`src/rtl/uart_rx_status.sv`:
```
module uart_rx_status #(
  parameter int DEPTH    = 16,
  parameter int TRIG     = 4,
  parameter int TO_CHARS = 4
) (
  input  logic       clk,
  input  logic       rst_n,
  input  logic       rx_valid,
  input  logic [7:0] rx_data,
  input  logic       rx_perr,
  input  logic       rx_ferr,
  input  logic       rx_brk,
  input  logic       char_tick,
  input  logic [2:0] cpu_addr,
  input  logic       cpu_rd,
  input  logic       cpu_wr,
  input  logic [7:0] cpu_wdata,
  output logic [7:0] cpu_rdata,
  output logic       irq
);
  localparam int AW = (DEPTH > 1) ? $clog2(DEPTH) : 1;
  localparam int CW = $clog2(DEPTH + 1);
  localparam int TW = $clog2(TO_CHARS + 1);

  logic [10:0]   mem [DEPTH];
  logic [AW-1:0] wp, rp;
  logic [CW-1:0] cnt, ecnt;
  logic [TW-1:0] tcnt;
  logic [7:0]    ier;
  logic          oe, pe, fe, bi;

  logic rd_rhr, rd_lsr, wr_ier, pop, push, full, ovr, in_err, top_err;
  logic ls_pend, rda, to_hit;
  logic [10:0] top;
  logic [7:0]  lsr, iir;

  assign rd_rhr  = cpu_rd && cpu_addr == 3'd0;
  assign rd_lsr  = cpu_rd && cpu_addr == 3'd5;
  assign wr_ier  = cpu_wr && cpu_addr == 3'd1;
  assign full    = cnt == CW'(DEPTH);
  assign pop     = rd_rhr && cnt != '0;
  assign push    = rx_valid && (!full || pop);
  assign ovr     = rx_valid && full && !pop;
  assign in_err  = rx_perr | rx_ferr | rx_brk;
  assign top     = mem[rp];
  assign top_err = |top[10:8];

  always_ff @(posedge clk)
    if (push) mem[wp] <= {rx_perr, rx_ferr, rx_brk, rx_data};

  always_ff @(posedge clk or negedge rst_n)
    if (!rst_n) begin
      wp <= '0;
      rp <= '0;
      cnt <= '0;
      ecnt <= '0;
    end else begin
      if (push) wp <= (wp == AW'(DEPTH - 1)) ? '0 : wp + 1'b1;
      if (pop)  rp <= (rp == AW'(DEPTH - 1)) ? '0 : rp + 1'b1;
      if (push && !pop)      cnt <= cnt + 1'b1;
      else if (pop && !push) cnt <= cnt - 1'b1;
      if ((push && in_err) && !(pop && top_err))      ecnt <= ecnt + 1'b1;
      else if (!(push && in_err) && (pop && top_err)) ecnt <= ecnt - 1'b1;
    end

  always_ff @(posedge clk or negedge rst_n)
    if (!rst_n) begin
      oe <= 1'b0;
      pe <= 1'b0;
      fe <= 1'b0;
      bi <= 1'b0;
    end else begin
      oe <= (oe && !rd_lsr) || ovr;
      pe <= (pe && !rd_lsr) || (push && rx_perr);
      fe <= (fe && !rd_lsr) || (push && rx_ferr);
      bi <= (bi && !rd_lsr) || (push && rx_brk);
    end

  always_ff @(posedge clk or negedge rst_n)
    if (!rst_n)                         tcnt <= '0;
    else if (push || pop || cnt == '0)  tcnt <= '0;
    else if (char_tick && tcnt != TW'(TO_CHARS)) tcnt <= tcnt + 1'b1;

  always_ff @(posedge clk or negedge rst_n)
    if (!rst_n)      ier <= '0;
    else if (wr_ier) ier <= cpu_wdata & 8'h05;

  assign ls_pend = oe | pe | fe | bi;
  assign rda     = cnt >= CW'(TRIG);
  assign to_hit  = cnt != '0 && tcnt == TW'(TO_CHARS);
  assign lsr     = {ecnt != '0, 2'b00, bi, fe, pe, oe, cnt != '0};

  always_comb begin
    if (ls_pend && ier[2])     iir = 8'hC6;
    else if (rda && ier[0])    iir = 8'hC4;
    else if (to_hit && ier[0]) iir = 8'hCC;
    else                       iir = 8'hC1;
  end

  assign irq = !iir[0];

  always_comb
    case (cpu_addr)
      3'd0:    cpu_rdata = top[7:0];
      3'd1:    cpu_rdata = ier;
      3'd2:    cpu_rdata = iir;
      3'd5:    cpu_rdata = lsr;
      default: cpu_rdata = 8'h00;
    endcase

  AST_NO_OVERFLOW: assert property (@(posedge clk) disable iff (!rst_n)
    cnt <= CW'(DEPTH));
  AST_OVR_FLAG: assert property (@(posedge clk) disable iff (!rst_n)
    (rx_valid && full && !rd_rhr) |=> (oe && cnt == $past(cnt)));
  AST_POP_DEC: assert property (@(posedge clk) disable iff (!rst_n)
    (pop && !rx_valid) |=> cnt == $past(cnt) - 1'b1);
  AST_ERR_IN_FIFO: assert property (@(posedge clk) disable iff (!rst_n)
    ecnt <= cnt);
  AST_LS_HOLD: assert property (@(posedge clk) disable iff (!rst_n)
    (ls_pend && ier[2] && !rd_lsr && !wr_ier) |=> irq);
endmodule

```
`config.mk`:
```
export PLATFORM = sky130hd
export DESIGN_NAME = uart_rx_status
export DESIGN_NICKNAME = d
export VERILOG_FILES = /design/src/rtl/uart_rx_status.sv
export SDC_FILE = /design/constraint.sdc
export NUM_CORES = 1
export LEC_CHECK = 0
export BUFFER_PORTS_ARGS = -buffer_cell sky130_fd_sc_hd__buf_2
export CORE_UTILIZATION = 60
export DETAILED_ROUTE_END_ITERATION = 7
export HOLD_SLACK_MARGIN = 0.15
export PLACE_DENSITY = 0.78
export SYNTH_ARGS = -nofsm -noshare
export SYNTH_HDL_FRONTEND = slang
export SYNTH_SLANG_ARGS = --single-unit
```
`constraint.sdc`:
```
create_clock -name clk -period 7.45 [get_ports clk]
set_clock_uncertainty 0.2 [all_clocks]
set_input_delay 1.49 -clock clk [delete_from_list [all_inputs] [get_ports clk]]
set_output_delay 1.49 -clock clk [all_outputs]
set_load 0.05 [all_outputs]
```
==> flow_summary.html <==
<table>
<tr><th>Metric</th><th>Value</th></tr>
<tr><th colspan="2">Drt</th></tr>
<tr><td>DR WL/cell</td><td>between 20 and 25 um</td></tr>
<tr><td>DRT iter0 DRCs</td><td>just under 400</td></tr>
<tr><td>Antenna violation net count after detailed routing</td><td>0</td></tr>
<tr><td>DRC</td><td>0</td></tr>
<tr><td>Number of vias per cell</td><td>roughly 6.4</td></tr>
<tr><td>Vias</td><td>4542</td></tr>
<tr><td>Pre-antenna DRT Iters</td><td>5</td></tr>
<tr><td>DRT Wirelength</td><td>approximately 17000 um</td></tr>
<tr><th colspan="2">Status</th></tr>
<tr><td>Run status</td><td>finished clean</td></tr>
<tr><th colspan="2">GRT</th></tr>
<tr><td>Global-route wire length before repair</td><td>approximately 26000 um</td></tr>
<tr><td>GRT overflow</td><td>0</td></tr>
<tr><td>Most utilized layer in the global route result</td><td>met2</td></tr>
<tr><td>Tot GR Track Use</td><td>25.1%</td></tr>
<tr><td>Global routing usage on met3</td><td>3.40%</td></tr>
<tr><td>Met2 GRT Util</td><td>a little over two fifths</td></tr>
<tr><td>Number of global-route vias before repair</td><td>roughly 4600</td></tr>
<tr><td>Met1 Resource Use GR</td><td>32.7%</td></tr>
<tr><td>Initial antenna violation count</td><td>0</td></tr>
<tr><td>Largest net degree at the start of global routing</td><td>between 50 and 60</td></tr>
<tr><th colspan="2">Worst setup path</th></tr>
<tr><td>Largest stage delay on the critical path</td><td>between 600 and 700 ps</td></tr>
<tr><td>Cell type group with the largest total delay on the critical path</td><td>multiplexers</td></tr>
<tr><td>Library cell contributing the largest single delay on the critical path</td><td>sky130_fd_sc_hd__mux4_1</td></tr>
<tr><td>Worst setup slack for register-to-register paths</td><td>~3600 ps</td></tr>
<tr><td>Kind of end point of the critical path</td><td>output port</td></tr>
<tr><td>Startpoint class of the critical path</td><td>register</td></tr>
<tr><td>Maximum fanout encountered on the critical timing path</td><td>46</td></tr>
<tr><td>Cell-by-cell trace of the critical path</td><td>buf_4 -&gt; mux4_1 -&gt; mux4_2 -&gt; a22o_1 -&gt; buf_2</td></tr>
<tr><td>Critical path class</td><td>reg2out</td></tr>
<tr><td>Worst EP arrival</td><td>just over 3000 ps</td></tr>
<tr><td>Worst flop-to-flop path startpoint</td><td>rp[1]</td></tr>
<tr><td>Required @ worst endpoint</td><td>around 5800 ps</td></tr>
<tr><td>Worst path bufs/invs</td><td>2</td></tr>
<tr><td>Capturing point of the worst reg2reg path</td><td>ecnt[4]</td></tr>
<tr><td>Logic depth of the worst register-to-register path</td><td>13</td></tr>
<tr><th colspan="2">STA</th></tr>
<tr><td>Setup Viol. Count Final</td><td>0</td></tr>
<tr><td>Hold WS</td><td>270 ps</td></tr>
<tr><td>Number of max-slew violations in the final report</td><td>0</td></tr>
<tr><td>Final setup TNS</td><td>0 ps</td></tr>
<tr><td>Final period utilization</td><td>64.0%</td></tr>
<tr><td>Setup repair after global routing missed its margin</td><td>false</td></tr>
<tr><td>Final min period</td><td>4770 ps</td></tr>
<tr><td>Hold Violations, Final</td><td>0</td></tr>
<tr><td>Slew at the pin closest to its max-slew limit</td><td>around 1300 ps</td></tr>
<tr><td>Worst slew margin relative to its limit</td><td>16.3%</td></tr>
<tr><td>F_max</td><td>about 0.21 GHz</td></tr>
<tr><th colspan="2">Die</th></tr>
<tr><td>Num ports</td><td>37</td></tr>
<tr><td>Die height</td><td>approximately 120 um</td></tr>
<tr><td>Core Box Area</td><td>about 13000 um^2</td></tr>
<tr><td>Number of cell rows</td><td>42</td></tr>
<tr><td>Area of the die</td><td>around 14000 um^2</td></tr>
<tr><td>Starting Density</td><td>a little over 60%</td></tr>
<tr><td>Horiz. Die Dim</td><td>around 120 um</td></tr>
<tr><th colspan="2">Layout</th></tr>
<tr><td># fillers</td><td>between 800 and 900</td></tr>
<tr><td>Fraction of final layout cells sized beyond drive strength 1</td><td>20.8%</td></tr>
<tr><td>Area of the multi-input gates</td><td>between 2000 and 2500 um^2</td></tr>
<tr><td>Antenna diode count</td><td>0</td></tr>
<tr><td>Number of nets in the layout</td><td>between 500 and 600</td></tr>
<tr><td>Layout-stage area growth over the synthesis result</td><td>11.7%</td></tr>
<tr><td>Total area of sequential cells</td><td>around 6000 um^2</td></tr>
<tr><th colspan="2">Clock network</th></tr>
<tr><td>CTS tree</td><td>done</td></tr>
<tr><td>Quantity of hold-fixing buffers added after cts</td><td>0</td></tr>
<tr><td>Count of instances resized after the clock tree is built</td><td>0</td></tr>
<tr><td>Root buf cell</td><td>sky130_fd_sc_hd__clkbuf_16</td></tr>
<tr><td>Clock Pin Slew Worst Setup and Hold Paths</td><td>~60 ps</td></tr>
<tr><td>CTS Buf Count</td><td>20</td></tr>
<tr><td>Max Root-Sink Buffers</td><td>3</td></tr>
<tr><td>H-tree depth</td><td>1</td></tr>
<tr><td>Total clock sinks</td><td>203</td></tr>
<tr><td>Number of post-CTS setup repair buffers</td><td>0</td></tr>
<tr><td>Clock insertion delay at the later pin of the skew report</td><td>slightly below 500 ps</td></tr>
<tr><th colspan="2">Synth</th></tr>
<tr><td>Most area-hungry cell type in the Yosys netlist</td><td>sky130_fd_sc_hd__edfxtp_1</td></tr>
<tr><td>Post-synth top area share</td><td>between 60 and 70%</td></tr>
<tr><td>Most frequent cell after synthesis</td><td>sky130_fd_sc_hd__edfxtp_1</td></tr>
<tr><td>Fraction of the yosys area taken by sequential cells</td><td>a little under three quarters</td></tr>
<tr><td>#FFs+latches synth</td><td>slightly above 200</td></tr>
<tr><td>Number of synthesized flops with an enable pin</td><td>about 180</td></tr>
<tr><td>Synthesized area per cell</td><td>roughly 18 um^2</td></tr>
<tr><td>Syn nets</td><td>around 520</td></tr>
<tr><td>Post-synthesis instance total</td><td>between 400 and 500</td></tr>
<tr><td>Fraction of synthesis flops using an asynchronous set or reset pin</td><td>13.3%</td></tr>
<tr><td>Count of unique library cells instantiated by Yosys</td><td>54</td></tr>
<tr><td>Most instantiated flip-flop cell in the synthesis netlist</td><td>sky130_fd_sc_hd__edfxtp_1</td></tr>
<tr><td>Yosys synthesis warning count</td><td>0</td></tr>
<tr><td>Ranking of synthesized cells by instance count</td><td>176 x sky130_fd_sc_hd__edfxtp_1, 27 x sky130_fd_sc_hd__dfrtp_1, 25 x sky130_fd_sc_hd__nand2_1</td></tr>
<tr><td>Netlist area before placement</td><td>around 8400 um^2</td></tr>
<tr><td>Top cells by area in the synthesized netlist</td><td>sky130_fd_sc_hd__edfxtp_1 63%, sky130_fd_sc_hd__dfrtp_1 8.1%, sky130_fd_sc_hd__mux4_2 5.6%, sky130_fd_sc_hd__mux4_1 4.4%, sky130_fd_sc_hd__ha_1 2.4%</td></tr>
<tr><th colspan="2">Power and ir drop</th></tr>
<tr><td>Leak</td><td>between 3 and 4 nW</td></tr>
<tr><td>Power density over the cells</td><td>roughly 340 nW/um^2</td></tr>
<tr><td>Maximum ir drop on the vdd rail</td><td>~150 uV</td></tr>
<tr><th colspan="2">Min path</th></tr>
<tr><td>Hold Crit Start</td><td>ecnt[4]</td></tr>
<tr><td>Destination of the worst hold path</td><td>ecnt[4]</td></tr>
<tr><td>Worst hold path stage count</td><td>1</td></tr>
<tr><td>Worst Hold Class</td><td>reg2reg</td></tr>
<tr><th colspan="2">Placement</th></tr>
<tr><td>DP HPWL</td><td>10600 um</td></tr>
<tr><td>Final weighted congestion in routability-driven placement</td><td>0.908</td></tr>
<tr><td>Port bufs</td><td>30</td></tr>
<tr><th colspan="2">Run</th></tr>
<tr><td>Max-cap violations</td><td>0</td></tr>
</table>
sequential cells by signal, summed over array words and instances, names as in the netlist:
register	count
ecnt	5
rp	4
ier	2
pe	1
bi	1
oe	1
cnt	5
wp	4
fe	1
tcnt	3
mem	176
power by group:
group          switching, mW  leakage (nW)  internal (mW)  total [mW]
clock                  0.396         0.280          0.517       0.913
sequential             0.156          1.91           1.38        1.53
combinational          0.393          1.03          0.340       0.734
cells in the final DEF, fill, tap and decap left out, types with 15 or more instances in the layout:
cell                        instances
sky130_fd_sc_hd__a21oi_1           19
sky130_fd_sc_hd__buf_2             30
sky130_fd_sc_hd__clkbuf_16         21
sky130_fd_sc_hd__dfrtp_1           25
sky130_fd_sc_hd__edfxtp_1         176
sky130_fd_sc_hd__ha_1              16
sky130_fd_sc_hd__inv_1             15
sky130_fd_sc_hd__mux4_2            21
sky130_fd_sc_hd__nand2_1           25
sky130_fd_sc_hd__nor2_1            17
worst max path at each step:
stage | cells after the start | from | to | slack (ps)
after floorplan | 6 | cpu_addr[2] | cpu_rdata[0] | 2610
after global placement | 13 | cpu_addr[1] | ecnt[4] | 2500
after detailed placement | 13 | cpu_addr[1] | ecnt[4] | 2430
after CTS | 5 | rp[0] | cpu_rdata[4] | 2670
after global routing | 6 | rp[1] | cpu_rdata[7] | 2600
final | 5 | rp[0] | cpu_rdata[4] | 2680
metrics by stage:
step	area, um^2	instances	worst slack [ps]	total power, mW	util (%)
global route	9360	709	2600	3.30	69.6
detailed placement	8770	673	2430	2.28	65.2
floorplan	8380	477	2610	2.06	-
global placement	8770	673	2500	2.24	65.2
CTS	9360	709	2670	3.19	69.6
finish	9360	709	2680	3.18	69.6
area by class of cell:
class / instances / share of cell area (%)
Tap cell: 176 / 2.35
Sequential cell: 203 / 63.7
Timing Repair Buffer: 41 / 2.49
Inverter: 15 / 0.601
Multi-Input combinational cell: 238 / 24.5
Clock inverter: 9 / 0.508
Clock buffer: 27 / 5.85
layer usage:
layer  up-vias  share of wire [%]
li1       1987                  -
met1      2315                 40
met2       193                 50
met3        47                6.0
met4         0                3.8
met5         -                  0
kinds of logic after synthesis:
kind of cell	after synthesis	synth area share (%)
AOI/OAI and AO/OA	62	4.97
xor gates and xnor gates	13	1.36
adders and majority gates	18	2.87
buffers and inverters	36	2.03
DFF	203	71.1
muxes	48	11.7
and+or+nand+nor	97	5.94
Power figures use the tool's default switching activity.
